### src/rtl/sio_pkg.sv
// Package: shared sizes and register numbers of the dual-channel register
// front end. Assumes 8-bit registers and sixteen register numbers per channel.
package sio_pkg;
    localparam int DW         = 8;
    localparam int NREG       = 16;
    localparam int PTR_W      = $clog2(NREG);
    localparam int CFG_W      = NREG * DW;
    localparam int IPEND_W    = 6;
    localparam int DCMD_W     = 7;
    localparam int CODE_W     = $clog2(DCMD_W + 1);

    // Register numbers whose behaviour differs from a plain byte store
    localparam logic [PTR_W-1:0] RN_PTR   = 4'd0;
    localparam logic [PTR_W-1:0] RN_SPC   = 4'd1;
    localparam logic [PTR_W-1:0] RN_IPEND = 4'd3;
    localparam logic [PTR_W-1:0] RN_SYNC  = 4'd7;
    localparam logic [PTR_W-1:0] RN_DATA  = 4'd8;
    localparam logic [PTR_W-1:0] RN_MIC   = 4'd9;
    localparam logic [PTR_W-1:0] RN_DPST  = 4'd10;
    localparam logic [PTR_W-1:0] RN_DPLL  = 4'd14;
    localparam logic [PTR_W-1:0] RN_ICTL  = 4'd15;

    localparam logic [DW-1:0] MIC_KEEP  = 8'h3F;
    localparam logic [DW-1:0] DPLL_KEEP = 8'h1F;
endpackage

### src/rtl/sio_chan_regs.sv
// Module: one channel's pointer, write-register storage, command decode and
// read mux. Assumes at most one of ctl_acc / dat_acc is high per cycle.
// The shared master-control register lives in the top; this module only
// raises a write request for it and shows its value in slot 9.
module sio_chan_regs
    import sio_pkg::*;
#(
    parameter bit HAS_IPEND = 1'b0
) (
    input  logic               clk,
    input  logic               rst_n,
    input  logic               ctl_acc,
    input  logic               dat_acc,
    input  logic               wr,
    input  logic [DW-1:0]      wdata,
    input  logic [DW-1:0]      st_main,
    input  logic [DW-1:0]      st_spc,
    input  logic [DW-1:0]      st_dpll,
    input  logic [IPEND_W-1:0] ipend,
    input  logic [DW-1:0]      rxd,
    input  logic [DW-1:0]      mic_val,
    output logic [CFG_W-1:0]   cfg,
    output logic [DW-1:0]      alt7,
    output logic [DW-1:0]      txd,
    output logic               tx_load,
    output logic [DCMD_W-1:0]  dpll_cmd,
    output logic [DW-1:0]      rd_val,
    output logic               err,
    output logic               mic_we
);

    logic [PTR_W-1:0]  ptr_q;
    logic [PTR_W-1:0]  ptr_d;
    logic [NREG-1:0]   slot_we;
    logic              alt_we;
    logic              tx_we;
    logic [DCMD_W-1:0] dcmd_d;
    logic              alt_sel;

    // Option-select bit taken from this channel's register 15
    assign alt_sel = cfg[RN_ICTL*DW];

    // Decode one access into pointer update, write enables and read value
    always_comb begin
        ptr_d   = ptr_q;
        slot_we = '0;
        alt_we  = 1'b0;
        tx_we   = 1'b0;
        mic_we  = 1'b0;
        rd_val  = '0;
        err     = 1'b0;
        if (dat_acc) begin
            if (wr) tx_we  = 1'b1;
            else    rd_val = rxd;
        end else if (ctl_acc) begin
            if (ptr_q == RN_PTR) begin
                if (wr) begin
                    if (wdata[DW-1:PTR_W] != '0) err = 1'b1;
                    else                         ptr_d = wdata[PTR_W-1:0];
                end else begin
                    rd_val = st_main;
                end
            end else begin
                ptr_d = RN_PTR;
                if (wr) begin
                    if (ptr_q == RN_DATA)      tx_we  = 1'b1;
                    else if (ptr_q == RN_MIC)  mic_we = 1'b1;
                    else if (ptr_q == RN_SYNC && alt_sel) alt_we = 1'b1;
                    else                       slot_we[ptr_q] = 1'b1;
                end else begin
                    case (ptr_q)
                        RN_SPC:   rd_val = st_spc;
                        RN_IPEND: rd_val = HAS_IPEND ? {{(DW-IPEND_W){1'b0}}, ipend} : '0;
                        RN_DATA:  rd_val = rxd;
                        RN_DPST:  rd_val = st_dpll;
                        default:  err = 1'b1;
                    endcase
                end
            end
        end
    end

    // Turn the command field of register 14 into a one-hot pulse vector
    always_comb begin
        dcmd_d = '0;
        if (slot_we[RN_DPLL] && wdata[DW-1:DW-3] != '0)
            dcmd_d[wdata[DW-1:DW-3] - 3'd1] = 1'b1;
    end

    // Register pointer
    always_ff @(posedge clk) begin
        if (!rst_n) ptr_q <= RN_PTR;
        else        ptr_q <= ptr_d;
    end

    // Alternate option register, transmit byte and pulse outputs
    always_ff @(posedge clk) begin
        if (!rst_n) begin
            alt7     <= '0;
            txd      <= '0;
            tx_load  <= 1'b0;
            dpll_cmd <= '0;
        end else begin
            if (alt_we) alt7 <= wdata;
            if (tx_we)  txd  <= wdata;
            tx_load  <= tx_we;
            dpll_cmd <= dcmd_d;
        end
    end

    // One storage byte per register number; some slots hold no storage
    for (genvar g = 0; g < NREG; g++) begin : g_slot
        if (g == RN_PTR || g == RN_DATA) begin : g_none
            assign cfg[g*DW +: DW] = '0;
        end else if (g == RN_MIC) begin : g_shared
            assign cfg[g*DW +: DW] = mic_val;
        end else begin : g_store
            localparam logic [DW-1:0] KEEP = (g == RN_DPLL) ? DPLL_KEEP : {DW{1'b1}};
            logic [DW-1:0] q;
            // Store the kept bits of a write aimed at this slot
            always_ff @(posedge clk) begin
                if (!rst_n)          q <= '0;
                else if (slot_we[g]) q <= wdata & KEEP;
            end
            assign cfg[g*DW +: DW] = q;
        end
    end

endmodule

### src/rtl/sio_recovery.sv
// Module: recovery-window tracker. After each access, busy is held high for
// BUSY_CYC cycles. An access that arrives while busy is high increments a
// saturating violation counter. Assumes acc is a one-cycle-per-access strobe.
module sio_recovery #(
    parameter int BUSY_CYC = 4,
    parameter int VCNT_W   = 8
) (
    input  logic              clk,
    input  logic              rst_n,
    input  logic              acc,
    output logic              busy,
    output logic [VCNT_W-1:0] viol_cnt
);
    localparam int CNT_W = $clog2(BUSY_CYC + 1);
    localparam logic [CNT_W-1:0]  CNT_LOAD = CNT_W'(BUSY_CYC);
    localparam logic [VCNT_W-1:0] VMAX     = {VCNT_W{1'b1}};

    logic [CNT_W-1:0] cnt_q;

    assign busy = (cnt_q != '0);

    // Reload the window on access, otherwise count it down
    always_ff @(posedge clk) begin
        if (!rst_n)    cnt_q <= '0;
        else if (acc)  cnt_q <= CNT_LOAD;
        else if (busy) cnt_q <= cnt_q - 1'b1;
    end

    // Count accesses that land inside the window, saturating
    always_ff @(posedge clk) begin
        if (!rst_n)                                viol_cnt <= '0;
        else if (acc && busy && viol_cnt != VMAX)  viol_cnt <= viol_cnt + 1'b1;
    end
endmodule

### src/rtl/sio_regfront.sv
// Module: top of the dual-channel indirect register front end. Routes each
// access to one channel, holds the shared master-control register, registers
// read data and the error pulse, and tracks the recovery window.
// Assumes one access per cycle and a synchronous active-low reset.
module sio_regfront
    import sio_pkg::*;
#(
    parameter int BUSY_CYC = 4,
    parameter int VCNT_W   = 8
) (
    input  logic               clk,
    input  logic               rst_n,
    input  logic               acc_en,
    input  logic               acc_wr,
    input  logic               acc_chan,
    input  logic               acc_dport,
    input  logic [DW-1:0]      acc_wdata,
    output logic [DW-1:0]      rd_data,
    output logic               acc_err,
    output logic               busy,
    output logic [VCNT_W-1:0]  viol_cnt,
    input  logic [DW-1:0]      stat0_a,
    input  logic [DW-1:0]      stat0_b,
    input  logic [DW-1:0]      spc_a,
    input  logic [DW-1:0]      spc_b,
    input  logic [DW-1:0]      dpll_st_a,
    input  logic [DW-1:0]      dpll_st_b,
    input  logic [IPEND_W-1:0] irq_pend,
    input  logic [DW-1:0]      rxd_a,
    input  logic [DW-1:0]      rxd_b,
    output logic [DW-1:0]      txd_a,
    output logic [DW-1:0]      txd_b,
    output logic               tx_load_a,
    output logic               tx_load_b,
    output logic [CFG_W-1:0]   cfg_a,
    output logic [CFG_W-1:0]   cfg_b,
    output logic [DW-1:0]      alt7_a,
    output logic [DW-1:0]      alt7_b,
    output logic [DCMD_W-1:0]  dpll_cmd_a,
    output logic [DCMD_W-1:0]  dpll_cmd_b,
    output logic [1:0]         mic_cmd
);
    localparam int NCH = 2;

    logic [DW-1:0]     st_main [NCH];
    logic [DW-1:0]     st_spc  [NCH];
    logic [DW-1:0]     st_dpll [NCH];
    logic [DW-1:0]     rxd     [NCH];
    logic [CFG_W-1:0]  cfg     [NCH];
    logic [DW-1:0]     alt7    [NCH];
    logic [DW-1:0]     txd     [NCH];
    logic              txl     [NCH];
    logic [DCMD_W-1:0] dcmd    [NCH];
    logic [DW-1:0]     rd_val  [NCH];
    logic              err     [NCH];
    logic              mic_we  [NCH];
    logic [DW-1:0]     mic_q;
    logic              sel_mic_we;

    assign st_main = '{stat0_a, stat0_b};
    assign st_spc  = '{spc_a, spc_b};
    assign st_dpll = '{dpll_st_a, dpll_st_b};
    assign rxd     = '{rxd_a, rxd_b};

    for (genvar c = 0; c < NCH; c++) begin : g_ch
        logic hit;
        assign hit = acc_en && (acc_chan == c[0]);
        sio_chan_regs #(.HAS_IPEND(c == 0)) u_ch (
            .clk      (clk),
            .rst_n    (rst_n),
            .ctl_acc  (hit && !acc_dport),
            .dat_acc  (hit && acc_dport),
            .wr       (acc_wr),
            .wdata    (acc_wdata),
            .st_main  (st_main[c]),
            .st_spc   (st_spc[c]),
            .st_dpll  (st_dpll[c]),
            .ipend    (irq_pend),
            .rxd      (rxd[c]),
            .mic_val  (mic_q),
            .cfg      (cfg[c]),
            .alt7     (alt7[c]),
            .txd      (txd[c]),
            .tx_load  (txl[c]),
            .dpll_cmd (dcmd[c]),
            .rd_val   (rd_val[c]),
            .err      (err[c]),
            .mic_we   (mic_we[c])
        );
    end

    assign cfg_a      = cfg[0];
    assign cfg_b      = cfg[1];
    assign alt7_a     = alt7[0];
    assign alt7_b     = alt7[1];
    assign txd_a      = txd[0];
    assign txd_b      = txd[1];
    assign tx_load_a  = txl[0];
    assign tx_load_b  = txl[1];
    assign dpll_cmd_a = dcmd[0];
    assign dpll_cmd_b = dcmd[1];

    assign sel_mic_we = mic_we[0] || mic_we[1];

    // Shared master-control register: keep low bits, pulse the command bits
    always_ff @(posedge clk) begin
        if (!rst_n) begin
            mic_q   <= '0;
            mic_cmd <= '0;
        end else begin
            if (sel_mic_we) mic_q <= acc_wdata & MIC_KEEP;
            mic_cmd <= sel_mic_we ? acc_wdata[DW-1:DW-2] : 2'b00;
        end
    end

    // Capture read data of the addressed channel and its error pulse
    always_ff @(posedge clk) begin
        if (!rst_n) begin
            rd_data <= '0;
            acc_err <= 1'b0;
        end else begin
            if (acc_en && !acc_wr) rd_data <= rd_val[acc_chan];
            acc_err <= acc_en && err[acc_chan];
        end
    end

    sio_recovery #(.BUSY_CYC(BUSY_CYC), .VCNT_W(VCNT_W)) u_rec (
        .clk      (clk),
        .rst_n    (rst_n),
        .acc      (acc_en),
        .busy     (busy),
        .viol_cnt (viol_cnt)
    );

endmodule

### config.mk
export PLATFORM = sky130hd
export DESIGN_NAME = sio_regfront
export DESIGN_NICKNAME = d
export VERILOG_FILES = /design/src/rtl/sio_pkg.sv /design/src/rtl/sio_chan_regs.sv /design/src/rtl/sio_recovery.sv /design/src/rtl/sio_regfront.sv
export SDC_FILE = /design/constraint.sdc
export NUM_CORES = 1
export LEC_CHECK = 0
export BUFFER_PORTS_ARGS = -buffer_cell sky130_fd_sc_hd__buf_4
export CAP_MARGIN = 20
export CORE_ASPECT_RATIO = 0.5
export CORE_UTILIZATION = 51
export DETAILED_ROUTE_END_ITERATION = 8
export GPL_ROUTABILITY_DRIVEN = 0
export GPL_TIMING_DRIVEN = 0
export PLACE_DENSITY = 0.81
export SYNTH_ARGS = -nofsm -noshare
export SYNTH_HDL_FRONTEND = slang
export SYNTH_HIERARCHICAL = 1
export SYNTH_SLANG_ARGS = --single-unit
export TNS_END_PERCENT = 5
### constraint.sdc
create_clock -name clk -period 2.8 [get_ports clk]
set_input_delay 0.28 -clock clk [delete_from_list [all_inputs] [get_ports clk]]
set_output_delay 0.28 -clock clk [all_outputs]
set_load 0.005 [all_outputs]
# Word level (Yosys, flattened, before mapping)
# Index checks and enable logic that the tools add are counted.
dict set report op_classes {
  n_mux 95
  n_lt_le_gt_ge 7
  bitwise 5
  eq_ne 17
  n_reduce_logical 34
  add_sub_neg 3
}
# cell count
set ops {}
lappend ops {{$mux W16} 14}
lappend ops {{$mux W8} 15}
lappend ops {{$mux W1} 55}
lappend ops {{$pmux W8 S4} 1}
lappend ops {{$eq A4 B4 Y1 const B} 6}
lappend ops {{$pmux W8 S3} 1}
lappend ops {{$logic_and A1 B1 Y1} 17}
lappend ops {{$mux W4} 4}
lappend ops {{$lt A4 B5 Y1 const B} 2}
lappend ops {{$add A8 B1 Y8 const B} 1}
lappend ops {{$demux W1 S4} 2}
lappend ops {{$eq A4 B1 Y1 const B} 2}
lappend ops {{$eq A4 B2 Y1 const B} 2}
lappend ops {{$eq A4 B3 Y1 const B} 2}
lappend ops {{$ge A4 B1 Y1 const B} 2}
lappend ops {{$logic_not A4 Y1} 2}
lappend ops {{$ne A2 B2 Y1 const B} 4}
lappend ops {{$ne A8 B8 Y1 const B} 1}
lappend ops {{$reduce_and A4 Y1} 2}
lappend ops {{$reduce_or A4 Y1} 2}
lappend ops {{$mux W3} 2}
lappend ops {{$reduce_and A2 Y1} 3}
lappend ops {{$reduce_bool A3 Y1} 2}
lappend ops {{$sub A3 B1 Y3 const B} 2}
lappend ops {{11 further kinds} 15}
dict set report totals {
  reg_bits 286
  word_cells 204
  out_inout_bits 324
  inputBits 84
}

# Logic depth before layout (Yosys ltp)
# Gate-level depths: netlist of run 1.
dict set report logic_depth {
  ltp_word 13
  ltp_mapped 11
  mapped_depth_nobuf 8
}

# Hierarchy
# The synthesis of run 1 kept the hierarchy.
# module cells_per_inst seq_area_each_um2 n_inst area_per_inst_um2
set by_module_without_submodules {}
lappend by_module_without_submodules {{sio_chan_regs (g_ch[1].u_ch)} 573 2582.5 1 5611.6}
lappend by_module_without_submodules {{sio_chan_regs (g_ch[0].u_ch)} 600 2582.5 1 5336.4}
lappend by_module_without_submodules {sio_regfront 78 340.3 1 735.7}
lappend by_module_without_submodules {sio_recovery 65 220.2 1 569.3}

# Worst setup path before layout of run 1
# OpenSTA, ideal clock, no wires.
dict set report synth_path {
  path_kind {input to register}
  startpoint {in acc_chan}
  endpoint {reg g_ch[0].u_ch.g_slot[4].g_store.q[0]}
  stages 8
  n_path_buf 3
  t_required_ns 2.669
  arrival_time_ns 2.240
  setup_ns 0.131
  setup_slack_ns 0.429
  cell_sequence {buf_4 > buf_6 > nor3b_1 > nand3b_4 > or3b_4 > or3_1 > buf_4 > mux2i_1}
}
dict set report synth_via {
  elab_chain_len 5
  elab_cells_between_ends 6
  cone_classes {mux (2); bitwise (1); reduce/logical (3)}
}
# item line_no
set synth_lines {}
lappend synth_lines {{start: declaration} sio_regfront.sv:15} ;# input logic acc_chan,
lappend synth_lines {{$not A1 Y1 (*)} sio_regfront.sv:67} ;# assign hit = acc_en && (acc_chan == c[0]);
lappend synth_lines {{$logic_and A1 B1 Y1 (*)} sio_regfront.sv:67}
lappend synth_lines {{$logic_and A1 B1 Y1} sio_regfront.sv:71} ;# .ctl_acc (hit && !acc_dport),
lappend synth_lines {{$mux W16} sio_chan_regs.sv:55} ;# end else if (ctl_acc) begin
lappend synth_lines {{$mux W16 (*)} sio_chan_regs.sv:52} ;# if (dat_acc) begin
lappend synth_lines {{end signal: assignment} sio_chan_regs.sv:123} ;# else if (slot_we[g]) q <= wdata & KEEP;
lappend synth_lines {{end: declaration} sio_chan_regs.sv:119} ;# logic [DW-1:0] q;
# Mark *: on every way between the ends. The rest lies on a longest branch, timed or not.
# A chain may end at the register's enable or synchronous reset.

==> results.txt, run 1 <==
STA puts the critical path data required time at 3.26 ns. Traced cell by cell, the critical path runs through buf_4, buf_6, nor3b_1, nand2b_1, nor3_1, o21ai_0, o21ai_0, mux2i_1, a21oi_1. Hold is met by 0.0414 ns. The clock latency reported for the late side of the worst-skew pair came out at 0.55 ns. The worst-case vdd ir drop is 0.455 mV.

The run finished with clean final reports. The number of I/O port buffers is 364. The met2 capacity usage during global routing is 51.3%. Entering global routing, the biggest net connects 18 pins. The post-synthesis instance area came out at 12300 um^2. The per-instance average area after synthesis came out at 9.31 um^2.

Ranked by total cell area, the synthesized netlist is headed by sky130_fd_sc_hd__dfxtp_1 (47%), sky130_fd_sc_hd__mux2i_1 (14%), sky130_fd_sc_hd__nor2b_1 (6.2%). The placed wire-length estimate is 28100 um. The cts-stage hold buffer count is 1. STA classifies the critical path endpoint as a flop. The leakage power summed over all cells is 7.49 nW. The die height is 112 um. The total power per unit cell area is 500 nW/um^2. The worst hold-check path type is in -> reg. The critical path in this run is classified as in -> reg. Once the floorplan was initialized, standard cells occupied 52.9% of the core. The post-synthesis share of cell area spent on full adders, half adders and majority gates is 0.817%.

The compound-cell area share of the yosys netlist is 9.34%. Power comes to 8.17 mW. The via count is 11100. Using the TritonRoute via totals, the vias-per-cell ratio works out to 5.34. The transition at the pin with the smallest max-transition slack is 0.807 ns. The share of synthesized cell area in and, or, nand and nor gates is 21.0%. Among all stages on the critical path, the largest delay is contributed by sky130_fd_sc_hd__nor3b_1. The layout net count came out at 1839. The clock sink count came out at 286. The post-synthesis async set-or-reset flop share came out at 0%. The setup clock skew after layout came out at 0.0253 ns. The worst endpoint data arrival time is 2.98 ns. The count of cells resized by post-cts repair is 0. The number of antenna violations at the first check in global routing came to 1. CTS built an H-tree with a depth of 1.

The minimum clock period is 2.52 ns. Setup violations remaining at the end of the flow were counted as 0. For this run, design rule violations remaining after detail routing come to 0.

The maximum net fanout on the critical path is 10. The global-route wire length before repair came out at 58300 um. The number of max-cap violations came out at 0.

The share of the synthesized area in the top cell type is 46.7%. Summed over all instances, the cell type with the most area after synthesis is sky130_fd_sc_hd__dfxtp_1. In this run, synthesis produced a sequential element count of 286.

Dividing the detail-routed wire length by the instance count gives 18.4 um. The cell class contributing the biggest share of worst-path delay is simple AND/OR/NAND/NOR gates. The chip width is 221 um. TritonCTS built the clock tree. The number of enable flip-flop cells after synthesis is 0. Global routing consumed, on the met1 layer, 37.0% of the routing resources. The warning count from the yosys run came out at 6. The kind of start point of the critical path is an input port. Static timing analysis puts the maximum clock frequency at 397 MHz.

The number of inserted filler cells in the final layout is 1784. The remaining antenna violation count is 0. The sequential cell area fraction in the yosys report is 46.7%. For this run, the share of the core covered by cells in the final layout is 70.6%.

The iteration count of the initial detailed-routing pass came out at 5. The number of standard-cell rows in the floorplan is 39. The count of unique library cells instantiated by Yosys is 62. The combinational family with the most area after synthesis is simple AND/OR/NAND/NOR gates. The total non-filler cell area in the finished layout came out at 16400 um^2. The residual overflow from global routing is 0.

The final sum of negative setup slack is 0 ns. Post-CTS timing repair inserted 0 buffers for setup. Measured against its own limit, the worst slew margin works out to 46.1%. In this run the standard cell core region covers 23200 um^2. The max-slew violation count came out at 0. The number of clock buffers inserted by TritonCTS came out at 25. The layer flagged by global routing as most heavily used is met2.

The growth of design area from synthesis to finish came out at 33.5%. For this run, the total global-route usage over all layers was measured as 29.6%. Among all flip-flop cells after synthesis, the most frequent one is sky130_fd_sc_hd__dfxtp_1. In the layout the commonest cells are sky130_fd_sc_hd__buf_4 (427), sky130_fd_sc_hd__dfxtp_1 (286), sky130_fd_sc_hd__mux2i_1 (172), sky130_fd_sc_hd__nand2_1 (142), sky130_fd_sc_hd__nor2b_1 (121).

For this run, the slowest stage of the critical path takes 0.68 ns. The post-CTS clock slew at the launch and capture registers of the worst setup and hold paths is 0.07 ns. The overall routed net length is 38200 um. The die covers 24700 um^2. The number of cells produced by synthesis came out at 1316. The tree is rooted in a sky130_fd_sc_hd__clkbuf_16. The parity-gate share of the synthesized area counting xor and xnor cells is 0.143%. The maximum buffer depth of the clock tree is 3. The sum of buffers and inverters on the critical path came out at 2.

The met3 capacity usage during global routing came out at 6.33%. The number of global-route vias before repair is 10700. The top-level I/O count is 408. The most frequent standard cell in the layout excluding fill and tap cells is sky130_fd_sc_hd__buf_4. In the final layout, the share of cells above drive strength 1 is 29.1%.

Setup repair after global routing left no endpoint under its margin. The share of the clock period used by the worst path is 89.9%. The final number of hold-violating endpoints is 0. Summing all placed instances gives a cell area of 15500 um^2. The number of DRC violations after detailed-routing iteration 0 came out at 784. The most numerous cell type found on the critical path is sky130_fd_sc_hd__o21ai_0. The portion of netlist area occupied by mux cells is 14.1%.
==> Yosys cell counts, drive strengths merged (2+ instances only) <==
library cell / count
ha: 8
nand4: 6
dfxtp: 286
nor2b: 122
mux2i: 172
clkbuf: 62
a22o: 10
nor3: 16
inv: 27
nand3: 82
nor2: 36
nand2b: 18
or4: 10
nor4: 6
nand4b: 3
conb: 3
and2: 4
o21bai: 2
a32o: 2
nand3b: 3
buf: 91
nand2: 142
nor3b: 6
or3: 3
a22oi: 12
o22ai: 6
and3b: 5
a32oi: 2
o21ai: 118
a21oi: 20
a221oi: 6
a21boi: 7
nor4b: 2
and3: 5
==> area by class of cell <==
type                    count  area (um^2)  share of cell area, %
plain buffers             153          863                   5.28
diodes                      1         2.50                 0.0153
flip-flops and latches    286         5730                   35.0
clock inverters            11          119                  0.727
inverters                  27          101                  0.619
multi-input cells         889         5710                   34.9
repair buffers            365         2740                   16.8
clock buffers              35          713                   4.36
well taps                 307          384                   2.35
==> final timing paths <==
path / start / endpoint / slack, ns / cells after the start
worst max-delay path: acc_chan / rd_data[1] / 0.28 / 9
worst max register to register: g_ch[0].u_ch/ptr_q[3] / rd_data[7] / 0.49 / 8
worst min-delay path: acc_en / u_rec/cnt_q[2] / 0.04 / 2
worst min register to register: g_ch[0].u_ch/alt7[4] / g_ch[0].u_ch/alt7[4] / 0.46 / 2
==> power breakdown <==
group          switching (mW)  internal [mW]  leakage [nW]
logic                   0.313          0.242          4.77
registers              0.0169           4.09          2.31
clock network            1.54           1.98         0.411
total                    1.87           6.30          7.49
==> per-layer routing <==
layer | part of all wire (%) | routed length, um
met1 | 42 | 15900
met2 | 49 | 18700
met3 | 6.7 | 2570
met4 | 2.7 | 1020
met5 | 0 | 0
==> kinds of logic (layout without fill, tap and decap cells) <==
kind of cell / count (synthesis) / in the layout
AO/OA/AOI/OAI: 192 / 192
XOR/XNOR: 2 / 2
adder cells (fa/ha/maj): 8 / 8
buffers and inverters: 180 / 591
flip-flops: 286 / 286
multiplexers: 172 / 172
other: 3 / 43
AND/OR/NAND/NOR: 473 / 473
==> stage by stage <==
stage | instances | worst slack, ns
floorplan | 1355 | 0.429
global placement | 2026 | -0.0730
detailed placement | 2026 | -0.169
CTS | 2073 | 0.399
global route | 2074 | 0.0690
finish | 2074 | 0.284
==> sequential cells by signal, summed over array words and instances, names as in the netlist <==
signal / cells
g_ch.u_ch/g_slot.g_store.q: 202
g_ch.u_ch/alt7: 16
g_ch.u_ch/txd: 16
g_ch.u_ch/dpll_cmd: 14
g_ch.u_ch/ptr_q: 8
rd_data: 8
u_rec/viol_cnt: 8
mic_q: 6
u_rec/cnt_q: 3
g_ch.u_ch/tx_load: 2
mic_cmd: 2
acc_err: 1
Power figures use the tool's default switching activity.
==> run 2: changes to the inputs <==
Settings changed: CORE_ASPECT_RATIO 0.5 to not set, PLACE_DENSITY 0.81 to not set, PLACE_DENSITY_LB_ADDON set to 0.12.
==> results.txt, run 2 (synthesized netlist as in run 1, its figures left out) <==
The final number of hold-violating endpoints came out at 0. The path class of the tightest hold or removal check is in -> reg. The root buffer cell chosen for the clock tree is sky130_fd_sc_hd__clkbuf_16. From synthesis to final layout, the design area changed by 35.5%. The number of max-cap violations came out at 0.

In this run the critical register-to-register path is launched from g_ch[0].u_ch/ptr_q[3]. The worst endpoint data arrival time came out at 2.88 ns. The clock tree from TritonCTS is done. The overall routed net length came out at 38600 um. The number of I/O port buffers came out at 364.

At the later pin of the worst-skew pair, clock insertion delay measures 0.57 ns. For this run, the detailed router's first-pass iteration total came to 5. In this run the cell area measured after placement is 15500 um^2. The final number of setup-violating endpoints is 0. The worst path in the final design needs a cycle of 2.39 ns, including I/O delays and setup. The flow ran to the end, and the final reports show no timing, DRC or antenna violations.

The number of cells on the worst hold path is 2. The global-route wire length before repair is 57000 um. The number of clock buffers inserted by TritonCTS is 30. The ratio of cells with drive above 1 in the final layout is 29.5%. The transition at the pin with the smallest max-transition slack came out at 0.807 ns. The upper clock frequency limit is 418 MHz. The mean routed wirelength per cell is 18.4 um.

The kind of start point of the critical path is a flop. The worst hold path begins at acc_en. The number of vias per cell after detailed routing is 5.25. The share of the clock period used by the worst path is 85.3%. The worst reg-to-reg setup slack is 0.41 ns. The number of standard-cell rows in the floorplan is 56. The worst max-slew margin expressed relative to the limit came out at 46.2%. In this run the vertical extent of the chip is 157 um.

The critical path is of the reg -> reg type. Hold is met by 0.0287 ns. For the final database, setup skew stands at 0.0130 ns. After detailed routing, no signal wire sits above met4. The worst-case vdd ir drop is 0.436 mV. The largest registers in the layout are g_ch.u_ch/g_slot.g_store.q: 202 flops, g_ch.u_ch/alt7: 16 flops, g_ch.u_ch/txd: 16 flops. Setup repair after global routing left no endpoint under its margin.

The max-slew violation count came to 0. The count of H-tree levels built during CTS is 1. The path depth of the worst reg2reg path is 8. The initial standard-cell utilization of the core came out at 52.0%.

The endpoint identified for the worst register-to-register timing path is rd_data[7]. The post-CTS clock slew at the launch and capture registers of the worst setup and hold paths came out at 0.06 ns. Entering global routing, the biggest net connects 18 pins. The length of routed wiring on met1 is 16000 um. In the routed design, unresolved DRC markers number 0.

The chip width is 157 um. The number of DRC violations after detailed-routing iteration 0 is 759. The clock sink count is 286. 408 I/O pins were placed. The leakage power summed over all cells is 7.59 nW. In the layout the commonest cells are sky130_fd_sc_hd__buf_4 (427), sky130_fd_sc_hd__dfxtp_1 (286), sky130_fd_sc_hd__mux2i_1 (172), sky130_fd_sc_hd__nand2_1 (142), sky130_fd_sc_hd__nor2b_1 (121). The data required time at the worst endpoint is 3.29 ns. For the final routed database, the setup TNS stands at 0 ns. The register with the most flip-flops in the final layout is g_ch.u_ch/g_slot.g_store.q. Leaving out fill and tap cells, the most frequent cell in the layout is sky130_fd_sc_hd__buf_4. The number of antenna violations at the first check in global routing came to 1.

The total design power came out at 8.93 mW. The core area is 23500 um^2. The maximum net fanout on the critical path is 10. STA classifies the critical path endpoint as a flop. For hold timing, the worst endpoint is u_rec/cnt_q[2].

The number of global-route vias before repair is 10200. The via count is 11000. The placed wire-length estimate came out at 28400 um. The area enclosed by the die boundary is 24600 um^2.

The total non-filler cell area in the finished layout is 16600 um^2. The number of flip-flops in the largest register is 202. In this run the remaining antenna-violating nets after routing total 0.

In the detailed route, the total length drawn on met3 is 3500 um. The total power per unit cell area is 537 nW/um^2. Global routing finished with a remaining overflow of 0.

The global-route usage over all layers is 30.1%. The maximum buffer depth of the clock tree is 3. The layout net count is 1844. The sum of met2 wire segment lengths after detailed routing is 18300 um.
==> run 2: changes by cell type in the layout (fill, tap and decap cells not counted), moves of 2 or more <==
cell,change
sky130_fd_sc_hd__clkbuf_16,+5
sky130_fd_sc_hd__inv_6,-2
sky130_fd_sc_hd__clkbuf_8,-2
sky130_fd_sc_hd__bufinv_16,+4
==> run 2: report_power, final <==
group          switching (mW)  internal (mW)
logic                   0.314          0.243
registers              0.0169           4.09
clock network            1.67           2.59
==> run 2: worst max path at each step <==
stage	start	end	slack [ns]
global route	acc_chan	rd_data[3]	0.22
floorplan	acc_chan	g_ch[0].u_ch/g_slot[4].g_store.q[0]	0.43
CTS	acc_chan	rd_data[3]	0.29
finish	g_ch[0].u_ch/ptr_q[3]	rd_data[7]	0.41
detailed placement	acc_chan	rd_data[3]	-0.27
global placement	acc_chan	rd_data[3]	-0.20
==> run 2: stage by stage <==
| stage | setup slack, ns | instances | util [%] |
|---|---|---|---|
| 4_1_cts | 0.293 | 2092 | 70.5 |
| 3_5_place_dp | -0.273 | 2038 | 66.0 |
| 2_1_floorplan | 0.429 | 1355 | - |
| 6_report | 0.410 | 2093 | 70.5 |
| 3_3_place_gp | -0.200 | 2038 | 66.0 |
| 5_1_grt | 0.217 | 2093 | 70.5 |
==> run 2: timing repair <==
action,4_1_cts,5_1_grt
setup buffers,0,0
hold buffers,1,0
resized for setup,0,1
setup endpoints to repair,0,1
endpoints found under the hold margin,1,0
==> run 2: layout make-up <==
class / count / area, um^2
Clock buffer: 37 / 807
Fill cell: 1912 / 6940
Inverter: 27 / 101
Antenna cell: 1 / 2.50
Timing Repair Buffer: 365 / 2740
Clock inverter: 16 / 250
Multi-Input combinational cell: 889 / 5710
Sequential cell: 286 / 5730
Tap cell: 319 / 399
Buffer: 153 / 863
==> run 2: worst max-delay path: stages, from the launching register on <==
cell                       delay [ns]
sky130_fd_sc_hd__dfxtp_1         0.33
sky130_fd_sc_hd__clkbuf_1        0.32
sky130_fd_sc_hd__clkbuf_1        0.46
sky130_fd_sc_hd__nand3_1         0.15
sky130_fd_sc_hd__o21ai_0         0.12
sky130_fd_sc_hd__a32oi_1         0.09
sky130_fd_sc_hd__o41ai_1         0.53
sky130_fd_sc_hd__mux2i_1         0.16
sky130_fd_sc_hd__a21oi_1         0.16
==> run 2: layer usage <==
metal / vias up / GRT usage (%)
met5: - / 0
met2: 448 / 50.3
li1: 5276 / -
met4: 0 / 8.87
met1: 5210 / 38.1
met3: 55 / 7.65
